File: src/rtl/tsp_pkg.sv
package tsp_pkg;
  localparam int CMD_TO_WORD = 0;
  localparam int CMD_TO_FB   = 1;

  function automatic int unsigned lane_of(input int unsigned pos, input int unsigned places,
                                          input logic msb_first);
    return msb_first ? (places - 1 - pos) : pos;
  endfunction
endpackage

File: src/rtl/tsp_shifter.sv
module tsp_shifter #(
  parameter int LINES  = 4,
  parameter int BYTE_W = 8,
  localparam int SEL_W = $clog2(LINES)
) (
  input  logic              clk,
  input  logic              rst,
  input  logic [LINES-1:0]  sd,
  input  logic [SEL_W-1:0]  sel,
  input  logic              bit_en,
  output logic [BYTE_W-1:0] shreg
);
  logic line_bit;
  assign line_bit = sd[sel];

  always_ff @(posedge clk) begin
    if (rst) shreg <= '0;
    else if (bit_en) shreg <= {shreg[BYTE_W-2:0], line_bit};
  end


  shift_in_chk: assert property (@(posedge clk) disable iff (rst)
    bit_en |=> shreg[0] == $past(sd[sel]));

  shift_hold_chk: assert property (@(posedge clk) disable iff (rst)
    !bit_en |=> $stable(shreg));
endmodule

File: src/rtl/tsp_word_packer.sv
module tsp_word_packer #(
  parameter int BYTE_W = 8,
  parameter int PLACES = 4,
  localparam int PW = $clog2(PLACES),
  localparam int WORD_W = BYTE_W * PLACES
) (
  input  logic              clk,
  input  logic              rst,
  input  logic              latch,
  input  logic              restart,
  input  logic              msb_first,
  input  logic [BYTE_W-1:0] din,
  output logic              push,
  output logic [WORD_W-1:0] word
);
  import tsp_pkg::*;

  logic [PW-1:0]     ptr, base;
  logic [WORD_W-1:0] asm_q, asm_next;

  assign base = restart ? '0 : ptr;

  always_comb begin
    asm_next = asm_q;
    asm_next[BYTE_W*lane_of(int'(base), PLACES, msb_first) +: BYTE_W] = din;
  end

  always_ff @(posedge clk) begin
    if (rst) begin
      ptr   <= '0;
      asm_q <= '0;
      push  <= 1'b0;
      word  <= '0;
    end else begin
      push <= 1'b0;
      if (latch) begin
        asm_q <= asm_next;
        if (int'(base) == PLACES - 1) begin
          ptr  <= '0;
          push <= 1'b1;
          word <= asm_next;
        end else begin
          ptr <= base + 1'b1;
        end
      end else begin
        ptr <= base;
      end
    end
  end


  word_ptr_hold_chk: assert property (@(posedge clk) disable iff (rst)
    (!latch && !restart) |=> $stable(ptr));

  word_push_src_chk: assert property (@(posedge clk) disable iff (rst)
    push |-> $past(latch));
endmodule

File: src/rtl/tsp_feedback.sv
module tsp_feedback #(
  parameter int BYTE_W = 8,
  parameter int PLACES = 4,
  localparam int PW = $clog2(PLACES)
) (
  input  logic              clk,
  input  logic              rst,
  input  logic              latch,
  input  logic              restart,
  input  logic [BYTE_W-1:0] din,
  input  logic              active,
  input  logic              hwr,
  input  logic [PW-1:0]     haddr,
  input  logic [BYTE_W-1:0] hwdata,
  output logic [BYTE_W-1:0] hrdata
);
  logic [BYTE_W-1:0] store [PLACES];
  logic [PW-1:0]     ptr, base;

  assign base = restart ? '0 : ptr;

  always_ff @(posedge clk) begin
    if (rst) begin
      ptr    <= '0;
      hrdata <= '0;
      for (int i = 0; i < PLACES; i++) store[i] <= '0;
    end else begin
      hrdata <= store[haddr];
      if (latch) begin
        store[base] <= din;
        ptr <= (int'(base) == PLACES - 1) ? '0 : base + 1'b1;
      end else begin
        ptr <= base;
        if (hwr && !active) store[haddr] <= hwdata;
      end
    end
  end

  for (genvar g = 0; g < PLACES; g++) begin : g_hold

    fb_host_block_chk: assert property (@(posedge clk) disable iff (rst)
      (active && !latch) |=> $stable(store[g]));
  end

  fb_ptr_hold_chk: assert property (@(posedge clk) disable iff (rst)
    (!latch && !restart) |=> $stable(ptr));
endmodule

File: src/rtl/tsp_fifo.sv
module tsp_fifo #(
  parameter int W     = 32,
  parameter int DEPTH = 24,
  localparam int AW   = $clog2(DEPTH),
  localparam int LW   = $clog2(DEPTH + 1)
) (
  input  logic         clk,
  input  logic         rst,
  input  logic         push,
  input  logic [W-1:0] wdata,
  input  logic         pop,
  output logic [W-1:0] rdata,
  output logic         empty,
  output logic [LW-1:0] level,
  output logic         ovf
);
  logic [W-1:0]  mem [DEPTH];
  logic [AW-1:0] wp, rp;
  logic          do_wr, do_rd, full;

  assign full  = (level == LW'(DEPTH));
  assign empty = (level == '0);
  assign do_wr = push && !full;
  assign do_rd = pop && !empty;

  always_ff @(posedge clk) begin
    if (do_wr) mem[wp] <= wdata;
    if (do_rd) rdata <= mem[rp];
  end

  always_ff @(posedge clk) begin
    if (rst) begin
      wp    <= '0;
      rp    <= '0;
      level <= '0;
      ovf   <= 1'b0;
    end else begin
      if (do_wr) wp <= (wp == AW'(DEPTH - 1)) ? '0 : wp + 1'b1;
      if (do_rd) rp <= (rp == AW'(DEPTH - 1)) ? '0 : rp + 1'b1;
      level <= level + LW'(do_wr) - LW'(do_rd);
      if (push && full) ovf <= 1'b1;
    end
  end


  level_bound_chk: assert property (@(posedge clk) disable iff (rst)
    level <= LW'(DEPTH));

  no_overflow_chk: assert property (@(posedge clk) disable iff (rst)
    (push && full) |=> ovf);

  ovf_sticky_chk: assert property (@(posedge clk) disable iff (rst)
    ovf |=> ovf);
endmodule

File: src/rtl/tslot_packer.sv
module tslot_packer #(
  parameter int LINES      = 4,
  parameter int BYTE_W     = 8,
  parameter int PLACES     = 4,
  parameter int FIFO_DEPTH = 24,
  localparam int SEL_W  = $clog2(LINES),
  localparam int PW     = $clog2(PLACES),
  localparam int WORD_W = BYTE_W * PLACES,
  localparam int LVL_W  = $clog2(FIFO_DEPTH + 1)
) (
  input  logic              clk,
  input  logic              rst,
  input  logic [LINES-1:0]  sd_in,
  input  logic [SEL_W-1:0]  line_sel,
  input  logic              bit_en,
  input  logic              slot_end,
  input  logic [1:0]        slot_cmd,
  input  logic              frame_start,
  input  logic              big_endian,
  input  logic              active,
  input  logic              hst_wr,
  input  logic [PW-1:0]     hst_addr,
  input  logic [BYTE_W-1:0] hst_wdata,
  output logic [BYTE_W-1:0] hst_rdata,
  input  logic              fifo_rd,
  output logic [WORD_W-1:0] fifo_rdata,
  output logic              fifo_empty,
  output logic [LVL_W-1:0]  fifo_level,
  output logic              fifo_ovf
);
  import tsp_pkg::*;

  logic [BYTE_W-1:0] slot_byte;
  logic              word_push;
  logic [WORD_W-1:0] word_val;
  logic              to_word, to_fb;

  assign to_word = slot_end && slot_cmd[CMD_TO_WORD];
  assign to_fb   = slot_end && slot_cmd[CMD_TO_FB];

  tsp_shifter #(.LINES(LINES), .BYTE_W(BYTE_W)) u_shift (
    .clk(clk), .rst(rst), .sd(sd_in), .sel(line_sel), .bit_en(bit_en), .shreg(slot_byte));

  tsp_word_packer #(.BYTE_W(BYTE_W), .PLACES(PLACES)) u_pack (
    .clk(clk), .rst(rst), .latch(to_word), .restart(frame_start), .msb_first(big_endian),
    .din(slot_byte), .push(word_push), .word(word_val));

  tsp_feedback #(.BYTE_W(BYTE_W), .PLACES(PLACES)) u_fb (
    .clk(clk), .rst(rst), .latch(to_fb), .restart(frame_start), .din(slot_byte),
    .active(active), .hwr(hst_wr), .haddr(hst_addr), .hwdata(hst_wdata), .hrdata(hst_rdata));

  tsp_fifo #(.W(WORD_W), .DEPTH(FIFO_DEPTH)) u_fifo (
    .clk(clk), .rst(rst), .push(word_push), .wdata(word_val), .pop(fifo_rd),
    .rdata(fifo_rdata), .empty(fifo_empty), .level(fifo_level), .ovf(fifo_ovf));


  strobe_excl_chk: assert property (@(posedge clk) disable iff (rst)
    !(bit_en && slot_end));
endmodule

File: config.mk
export PLATFORM = sky130hd
export DESIGN_NAME = tslot_packer
export DESIGN_NICKNAME = d
export VERILOG_FILES = /design/src/rtl/tsp_pkg.sv /design/src/rtl/tsp_shifter.sv /design/src/rtl/tsp_word_packer.sv /design/src/rtl/tsp_feedback.sv /design/src/rtl/tsp_fifo.sv /design/src/rtl/tslot_packer.sv
export SDC_FILE = /design/constraint.sdc
export NUM_CORES = 1
export LEC_CHECK = 0
export BUFFER_PORTS_ARGS = -buffer_cell sky130_fd_sc_hd__clkbuf_2
export CORE_ASPECT_RATIO = 0.7
export CORE_MARGIN = 3
export CORE_UTILIZATION = 45
export CTS_CLUSTER_SIZE = 25
export DETAILED_ROUTE_END_ITERATION = 16
export GPL_ROUTABILITY_DRIVEN = 0
export PLACE_DENSITY = 0.58
export SLEW_MARGIN = 15
export SYNTH_ARGS = -nofsm -noshare
export SYNTH_HDL_FRONTEND = slang
export SYNTH_SLANG_ARGS = --single-unit
File: constraint.sdc
create_clock -name clk -period 9.5 [get_ports clk]
set_input_delay 1.425 -clock clk [delete_from_list [all_inputs] [get_ports clk]]
set_output_delay 1.425 -clock clk [all_outputs]
set_load 0.1 [all_outputs]
==> qor.yml <==
synth_edf_count: 832
synthesis.yosys.warnings: 0
ys_ff_latch: 933
critical_path_endpoint_category: "primary output"
synth_area_leaders: "edfxtp_1, mux4_2, mux2i_1, dfxtp_1, nor2_1"
layout.cell_area.non_filler_sq_um: 40600
cts_num_sinks: 933
synth_xor_area_share_pct: 0.294
cts-root-to-sink-buffers: 3
worst-path-buf-inv: 3
floorplan.core_area_sq_um: 79200
crit_arrival_ns: 2.35
portBuffers: 73
synth-simple-area-share_pct: 3.92
grt_start_max_net_pins: 121
routed_wl_um: 89800
grt_pass1_vias: 18563
initial_core_utilization_pct: 45.7
crit-reg2reg-launch: "u_fifo.rp[0]$_SDFFE_PP0P_"
yosys-mux-area-fraction_pct: 13.0
place_hpwl_um: 46700
floorplan.die_area_sq_um: 83800
synth_fp_nets: 2057
path_delay_family: "buffers and inverters"
drt_iter0_markers: 1926
layout.cells.most_common_list: "edfxtp_1, mux2i_1, nor2_1"
die_width_um: 345
syn-cell-area_sq_um: 36200
h-tree-depth: 3
r2r_cells: 7
worst_setup_hold_path_clk_slew_ns: 0.06
power.leakage_uw: 0.0133
syn_avg_cell_area_sq_um: 18.0
critical-path-top-cell-by-count: "inv_1"
cts_tree: "yes"
synth_compound_gate_area_share_pct: 5.29
hold_path.startpoint: "u_fifo.ovf$_SDFFE_PP0P_"
dominantRegCellSynth: "edfxtp_1"
cts-resized-gates: 0
grt_first_pass_wirelength_um: 130000
firstDrtPassIters: 5
max_clock_freq_mhz: 265
cts_inserted_buffers: 89
syn_to_final_growth_pct: 12.3
synthArstFlopShare_pct: 0
worst_pin_slew_ns: 1.13
drv_slew: 0
outcome: "complete, no violations"
final_core_utilization_pct: 51.3
most_common_cell_after_layout_fill_and_taps_aside: "edfxtp_1"
yosys.area_share.adder_pct: 0.678
design.final.nets: 2142
final-hold-violation-count: 0
cts_root_buf: "clkbuf_16"
dominant_combinational_cell_family_by_area_after_synthesis: "multiplexers"
grtUsageTotal_pct: 21.6
post_drt_via_cell_ratio: 5.89
synth.lib_cells_used.distinct: 54
synth.yosys.seq_area_share_pct: 74.7
finalSetupViolations: 0
die_h_um: 243
routed-via-count: 18971
postcts_setup_bufs: 0
routedWlPerCell_um: 27.9
power_density_nw_per_um2: 242
slew_headroom_pct: 24.9
layout_min_cycle_time_ns: 3.77
layout_worst_path_cycle_share_pct: 39.7
cp_num_cells: 5
startpoint: "u_fifo.level[2]$_SDFF_PP0_"
rsz_0062_raised_after_global_routing: "false"
grt_overflow: 0
setup_tns_ns: 0
timing.clock.skew_ns: 0.0249
route.detailed.drc: 0
drive_above_1_share_pct: 18.1
cp_max_fo: 6
cp-start-kind: "register"
chain_of_cells_forming_the_critical_path: "inv_1 -> ha_1 -> or4b_1 -> inv_1 -> clkbuf_2"
synth_cells: 2011
timing.critical_path.required_ns: 8.08
holdCritPathClass: "register to register"
cell_type_with_the_highest_aggregate_area_in_the_netlist: "edfxtp_1"
worst_hold_stages: 2
floorplan.rows: 86
n_antenna_cell: 0
cts.hold.buffers_added: 0
max-vdd-ir-drop_v: 0.000185
clock_insertion_delay_worst_skew_ns: 0.64
critPathSlowestCell: "or4b_1"
criticalPathCategory: "register to primary output"
detail-route-antenna-nets: 0
drv.max_cap_violation_count: 0
critical-path-max-stage-delay_ns: 0.58
antenna_found_initial: 0
dpl-instance-area_sq_um: 37800
synth_largest_type_area_fraction_pct: 69.1
ioPinCount: 74
Yosys cell counts (2+ instances only):
cell type and instances:
nor3_2 2, nor3_1 3, a21oi_1 11, mux2i_1 234
o21ai_1 32, buf_6 8, a32oi_1 32, edfxtp_1 832
a211oi_1 64, ha_1 18, nand4_1 34, xnor2_1 4
and3_1 3, and2_1 4, nand3b_1 4, mux4_2 105
inv_1 28, clkbuf_1 51, buf_4 25, nand3_1 6
nor2b_1 15, nand2b_1 5, and2b_1 3, nor2_1 132
xor2_1 5, or3_1 3, dfxtp_1 101, a22oi_1 40
a221oi_1 32, buf_2 26, o21ai_0 4, nor2_2 9
nand2_1 77, buf_1 7, o211ai_1 33
where the power goes:
| part | switching [uW] | internal [uW] |
|---|---|---|
| combinational | 1130 | 578 |
| clock | 1490 | 1980 |
| sequential | 119 | 4530 |
worst register-to-register path: cells and delay by family, from the launching register on:
kind / cells / cell delay [ns]
compound gates: 3 / 0.58
flops: 1 / 0.78
buf+inv: 3 / 1.70
simple gates: 1 / 0.32
logic make-up after synthesis:
family / count (synthesis)
buffers and inverters: 147
and+or+nand+nor: 306
AOI/OAI and AO/OA: 256
xor gates and xnor gates: 10
adders and majority gates: 19
DFF: 933
muxes: 340
routing by layer:
metal,routed length (um),GRT usage [%],part of all wire [%],vias up
li1,-,-,-,8211
met1,41000,32.6,46,9979
met2,40700,32.5,45,659
met3,6280,4.15,7.0,122
met4,1790,4.89,2.0,0
met5,0,0,0,-
final cells by class:
cell class | count | area, sq um
clock buffer | 118 | 2490
clock inverter | 43 | 343
fill | 6404 | 38600
inverter | 29 | 114
multi-input combinational | 931 | 8620
sequential | 933 | 27000
tap | 1056 | 1320
timing repair buffer | 112 | 686
stage by stage:
step / hold slack (ns) / instances / setup WS [ns] / total power (uW)
final: 0.484 / 3222 / 5.73 / 9830
after global routing: 0.510 / 3222 / 5.50 / 10200
after CTS: 0.497 / 3222 / 5.68 / 9920
after detailed placement: 0.483 / 3061 / 5.53 / 6470
after global placement: 0.473 / 3061 / 5.63 / 6460
after floorplan: 0.478 / 2011 / 5.45 / 6120
final timing paths:
path | end | slack (ns)
worst min-delay path | u_fifo.ovf$_SDFFE_PP0P_ | 0.48
worst max register to register | u_fifo.rdata[0]$_DFFE_PP_ | 5.94
worst min register to register | u_fifo.ovf$_SDFFE_PP0P_ | 0.48
worst max-delay path | fifo_empty | 5.73
sequential cells by signal, summed over array words and instances, names as in the netlist:
| register | cells |
|---|---|
| u_fb.hrdata | 8 |
| u_fb.ptr | 2 |
| u_fb.store | 32 |
| u_fifo.level | 5 |
| u_fifo.mem | 768 |
| u_fifo.ovf | 1 |
| u_fifo.rdata | 32 |
| u_fifo.rp | 5 |
| u_fifo.wp | 5 |
| u_pack.asm_q | 32 |
| u_pack.ptr | 2 |
| u_pack.push | 1 |
| u_pack.word | 32 |
| u_shift.shreg | 8 |
(Power assumes the default switching activity.)
